[config.mk]
export PLATFORM = sky130hd
export DESIGN_NAME = evt_xconnect_ctrl
export DESIGN_NICKNAME = d
export VERILOG_FILES = /design/src/rtl/evt_xconnect_ctrl.sv
export SDC_FILE = /design/constraint.sdc
export NUM_CORES = 1
export LEC_CHECK = 0
export BUFFER_PORTS_ARGS = -buffer_cell sky130_fd_sc_hd__buf_2
export CAP_MARGIN = 20
export CORE_UTILIZATION = 62
export CTS_BUF_LIST = sky130_fd_sc_hd__clkbuf_8
export CTS_CLUSTER_SIZE = 24
export DETAILED_ROUTE_END_ITERATION = 8
export MAX_ROUTING_LAYER = met4
export PLACE_DENSITY = 0.88
export SYNTH_ARGS = -nofsm -noshare
export SYNTH_HDL_FRONTEND = slang
export SYNTH_SLANG_ARGS = --single-unit
[constraint.sdc]
create_clock -name clk -period 4.8 [get_ports clk]
set_input_delay 0.48 -clock clk [delete_from_list [all_inputs] [get_ports clk]]
set_output_delay 0.48 -clock clk [all_outputs]
set_load 0.03 [all_outputs]
[src/rtl/evt_xconnect_ctrl.sv]
module evt_xconnect_ctrl #(
  parameter int NUM_CH  = 8,
  parameter int NUM_GRP = 4,
  parameter int AW      = 8,
  parameter int DW      = 32
) (
  input  logic              clk,
  input  logic              rst_n,
  input  logic              bus_we,
  input  logic [AW-1:0]     bus_addr,
  input  logic [DW-1:0]     bus_wdata,
  output logic [DW-1:0]     bus_rdata,
  input  logic [NUM_CH-1:0] evt_in,
  output logic [NUM_CH-1:0] evt_out
);
  localparam int CHW   = (NUM_CH > 1) ? $clog2(NUM_CH) : 1;
  localparam int NTASK = 2 * NUM_GRP;
  localparam logic [AW-1:0] A_STATE = AW'(32'h60);
  localparam logic [AW-1:0] A_SET   = AW'(32'h64);
  localparam logic [AW-1:0] A_CLR   = AW'(32'h68);

  logic [NUM_CH-1:0]               chen_q;
  logic [NUM_GRP-1:0][NUM_CH-1:0]  grp_mask_q;
  logic [NTASK-1:0]                sub_en_q;
  logic [NTASK-1:0][CHW-1:0]       sub_ch_q;
  logic [NTASK-1:0]                task_fire;
  logic [NUM_CH-1:0]               set_vec, clr_vec;

  wire [NUM_CH-1:0] wd_ch = bus_wdata[NUM_CH-1:0];

  assign evt_out = evt_in & chen_q;

  for (genvar t = 0; t < NTASK; t++) begin : g_task
    wire hit_ev = sub_en_q[t] && (32'(sub_ch_q[t]) < NUM_CH) && evt_out[sub_ch_q[t]];
    wire hit_wr = bus_we && bus_addr == AW'(4 * t) && bus_wdata[0];
    assign task_fire[t] = hit_ev | hit_wr;
  end

  always_comb begin
    set_vec = (bus_we && bus_addr == A_SET) ? wd_ch : '0;
    clr_vec = (bus_we && bus_addr == A_CLR) ? wd_ch : '0;
    for (int g = 0; g < NUM_GRP; g++) begin
      if (task_fire[2*g])   set_vec = set_vec | grp_mask_q[g];
      if (task_fire[2*g+1]) clr_vec = clr_vec | grp_mask_q[g];
    end
  end

  always_ff @(posedge clk) begin
    if (!rst_n) chen_q <= '0;
    else        chen_q <= (chen_q | set_vec) & ~clr_vec;
  end

  for (genvar g = 0; g < NUM_GRP; g++) begin : g_grp
    wire locked = sub_en_q[2*g] | sub_en_q[2*g+1];
    always_ff @(posedge clk) begin
      if (!rst_n)
        grp_mask_q[g] <= '0;
      else if (bus_we && bus_addr == AW'(32'h40 + 4 * g) && !locked)
        grp_mask_q[g] <= wd_ch;
    end
  end

  for (genvar t = 0; t < NTASK; t++) begin : g_sub
    always_ff @(posedge clk) begin
      if (!rst_n) begin
        sub_en_q[t] <= 1'b0;
        sub_ch_q[t] <= '0;
      end else if (bus_we && bus_addr == AW'(32'h80 + 4 * t)) begin
        sub_en_q[t] <= bus_wdata[DW-1];
        sub_ch_q[t] <= bus_wdata[CHW-1:0];
      end
    end
  end

  always_comb begin
    bus_rdata = '0;
    if (bus_addr == A_STATE) bus_rdata[NUM_CH-1:0] = chen_q;
    for (int g = 0; g < NUM_GRP; g++)
      if (bus_addr == AW'(32'h40 + 4 * g)) bus_rdata[NUM_CH-1:0] = grp_mask_q[g];
    for (int t = 0; t < NTASK; t++)
      if (bus_addr == AW'(32'h80 + 4 * t)) begin
        bus_rdata[DW-1]    = sub_en_q[t];
        bus_rdata[CHW-1:0] = sub_ch_q[t];
      end
  end
endmodule

Word level (Yosys, flattened, before mapping):

Cells that the tools add are included.

* order comparisons: 8
* equal/unequal tests: 22
* mux-type cells: 47
* bitwise operators: 24
* reduce and logical (&&, ||, !) cells: 47

Operators with widths (count)
* two-way mux 8 bit: 15
* OR 8 bit: 9
* equality test 8 bit, second input constant: 8
* equality test 8 x 7 -> 1 bit, second input constant: 7
* logical AND 1 bit: 42
* equality test 8 x 5 -> 1 bit, second input constant: 4
* < comparator 3 x 4 -> 1 bit, second input constant: 8
* binary-select mux 1 bit (select 3 bit): 8
* two-way mux 3 bit: 8
* AND 8 bit: 2
* equality test 8 x 4 -> 1 bit, second input constant: 2
* two-way mux 1 bit: 16
* OR 1 bit: 12
* equality test 8 x 3 -> 1 bit, second input constant: 1
* zero test 8 bit: 1
* inverter 8 bit: 1
* zero test 1 bit: 4

* bits in registers: 72
* output and inout port bits: 40

Depth between registers and ports, before layout:

* depth after elaboration: 14
* gate-level depth with buffers: 8
* depth with buffers taken out: 7

Worst setup path before layout:

OpenSTA, ideal clock, no wires.

* path kind: input to output
* start: input bus_addr[3]
* end: output bus_rdata[1]
* arrival time: 2.230 ns
* data required time: 4.320 ns
* path slack: 2.090 ns
* stages: 8
* path through: or4_1 -> buf_2 -> nor2b_1 -> buf_2 -> a222oi_1 -> a21oi_1 -> a211oi_1 -> o22ai_1

* longest elaborated chain between the ends: 14

Ends and longest elaborated chain
* start: declaration: line 10 `input logic [AW-1:0] bus_addr,`
* equality test 8 x 7 -> 1 bit: line 77 `if (bus_addr == A_STATE) bus_rdata[NUM_CH-1:0] = chen_q;`
* two-way mux 8 bit: line 77
* two-way mux 8 bit (4 in a row): line 79 `if (bus_addr == AW'(32'h40 + 4 * g)) bus_rdata[NUM_CH-1:0] = grp_mask_q[g];`
* two-way mux 3 bit (7 in a row): line 81 `if (bus_addr == AW'(32'h80 + 4 * t)) begin`
* two-way mux 3 bit (*): line 81
* end: declaration: line 12 `output logic [DW-1:0] bus_rdata,`

Every way passes the cells marked *; elsewhere a longest branch is shown, timed or not.

Worst setup path after layout:

* start: input bus_addr[2]
* end: output bus_rdata[1]

Same word-level chain as after synthesis.

==> metrics.txt <==
outcome=completed; VDD IR-drop max=0.000221 V; largest cells by area after synthesis=dfxtp_1 30%, mux2i_1 7.9%, a21boi_0 6.3%; Avg WL per Cell=21.0 um; Residual DRC=0; final worst-path cycle share=between 70% and 80%; critical path required time=4320 ps; Rel. slew slack=between 20 and 30%; Die W=about 90 um; share of layout cells above drive strength 1=15.5%; largest net degree at the start of global routing=73; dpl ws=approximately 1300 ps; Synth top area share=30.0%; HP Class=input pin to register; Critical Path Sink Type=primary output; FFs w/ async S/R, synth=0%; kind of critical path=input pin to primary output; final instance area=approximately 5100 um2; Gates resized, CTS repair=0; detailed placer's ending HPWL=10.1 mm; average via count per standard cell=roughly 6.9; final worst slack=1180 ps; reg2reg end=chen_q[4]; Period minus WS final=3620 ps; count of cell types in the netlist=52; Cell Area, Placed=around 4900 um2; Setup crit end=bus_rdata[1]; global-route wire length before repair=approximately 23 mm; CTS Buffer Depth=2; post-CTS setup buffers=0; Worst-Margin Slew=1060 ps; R2R Path Start=chen_q[0]; Post-Syn Area=4800 um2; PwrDens=about 230 nW/um2; WP data arrival=3140 ps; diode count=0; Layout fillers=604; P&R area growth vs syn=6.86%; Final Skew=around 17 ps; Util after Layout=69.6%; Detailed Route Iter0 Violations=637; fmax=276 MHz; CTS tree=done; Ports=91; routability cong.=1.00; DRT Wirelength=between 10 and 15 mm; flops & latches, synth=72; Worst-path clk slew=90 ps; root buffer cell=clkbuf_8; critical path launch point type=input pin; Clock H-tree levels=3; origin of the worst setup path=bus_addr[2]; hold buffers post-CTS=0; num rows=31; Inst Count DP=684; Fin Setup TNS=0 ps; vias=4846; flop-to-flop setup slack=2400 ps; number of synthesized flops with an enable pin=0; total of max-cap violations=0; Clock Latency Late Sink=about 370 ps; Overflow after GRT=0; DIE HEIGHT=90.0 um; Final nets=647; antenna violations before repair=0; Synth area leader=dfxtp_1; fin cells=700; Hold Vio Cnt, Final=0; vias in the first global route=4368; die area=8090 um2; most common cell in the synthesized netlist=dfxtp_1; drt pass-1 iters=6; Synth Warn #=0; crit-path max FO=16; RSZ-0062 raised after global routing=false; total CTS buffers=9; Tot GR Track Use=37.7%; Max Slew Vio Count=0; Reg2Reg Depth=6; Starting Density=65.1%; Antenna Nets Post-Route=0; Top FF cell, synth=dfxtp_1; Syn Area/Cell=between 8 and 9 um2; clock sinks=72; P_leak=roughly 2.0 nW; final setup vio count=0; Syn Inst Count=566; core area=7370 um2; sequential area share after synthesis=30.0%; Post-synth top cells=72 x dfxtp_1, 70 x nand2_1, 41 x nand3_1; I/O Buffers=44
==> cell type report <==
| cell class | count | area [um2] | share of cell area [%] |
|---|---|---|---|
| multi-input combinational | 438 | 3040 | 59.3 |
| sequential | 72 | 1440 | 28.1 |
| timing repair buffer | 44 | 220 | 4.30 |
| clock buffer | 9 | 124 | 2.42 |
| tap | 99 | 124 | 2.42 |
| inverter | 31 | 116 | 2.27 |
| clock inverter | 7 | 61.3 | 1.20 |
==> report_power, final <==
part	internal [mW]	total, mW	switching (mW)
clock	0.197	0.475	0.277
combinational	0.0279	0.105	0.0773
sequential	0.597	0.599	0.00106
==> cell usage in the layout, fill, tap and decap left out, types with 3 or more instances in the layout <==
cell        n
buf_2      44
a21oi_1    18
o2111ai_1   4
inv_1      30
nor2_2      6
nor4bb_1    3
clkbuf_8    9
a221oi_1   10
a22oi_1    16
nand2_1    70
o21ai_0     7
mux2i_1    38
a22o_1      9
nand3_1    41
dfxtp_1    72
nor2_1     18
nor3_1     10
o221ai_1    9
o22ai_1     4
a222oi_1    4
a21o_1     13
nor2b_1    35
o311a_1     3
a211oi_1   12
a31oi_1     3
inv_6       3
nand3_2     3
nor2_4      4
mux4_2     11
conb_1     23
a21boi_0   40
==> flip-flops by register name, summed over array words and instances (netlist names) <==
name,count
sub_en_q,8
sub_ch_q,24
grp_mask_q,32
chen_q,8
==> cells by family (layout without fill, tap and decap cells) <==
family	after synthesis	count (layout)	synth area share (%)
muxes	49	49	13.1
AOI/OAI and AO/OA	162	162	25.7
and+or+nand+nor	204	204	22.7
DFF	72	72	30.0
buffers and inverters	78	91	8.32
other	1	23	0.0782
==> worst max-delay path, cell delays in order <==
cell and delay, ps:
buf_2 200, or4_1 750, nor2b_1 710, a222oi_1 250
a21oi_1 220, a211oi_1 80, o22ai_1 210, buf_2 230
==> worst min-delay path by stage <==
stage	endpoint	startpoint	cells past startpoint
after global placement	sub_en_q[6]	sub_en_q[6]	2
final	grp_mask_q[20]	bus_wdata[4]	3
after CTS	grp_mask_q[20]	bus_wdata[4]	3
after detailed placement	sub_en_q[6]	sub_en_q[6]	2
after global routing	grp_mask_q[14]	bus_wdata[6]	3
after floorplan	sub_ch_q[12]	sub_ch_q[12]	2
==> per-layer routing <==
metal	vias up	wire length, um	GRT usage (%)
li1	2118	-	-
met1	2248	5880	50.3
met2	395	6210	53.0
met3	85	1960	9.22
met4	0	637	19.1
met5	-	0	-
==> metrics by stage <==
step	hold WS (ps)	power, mW
after floorplan	470	0.698
after detailed placement	497	0.714
after global placement	496	0.712
after global routing	471	1.20
final	442	1.18
after CTS	450	1.17
Power figures use the tool's default switching activity.
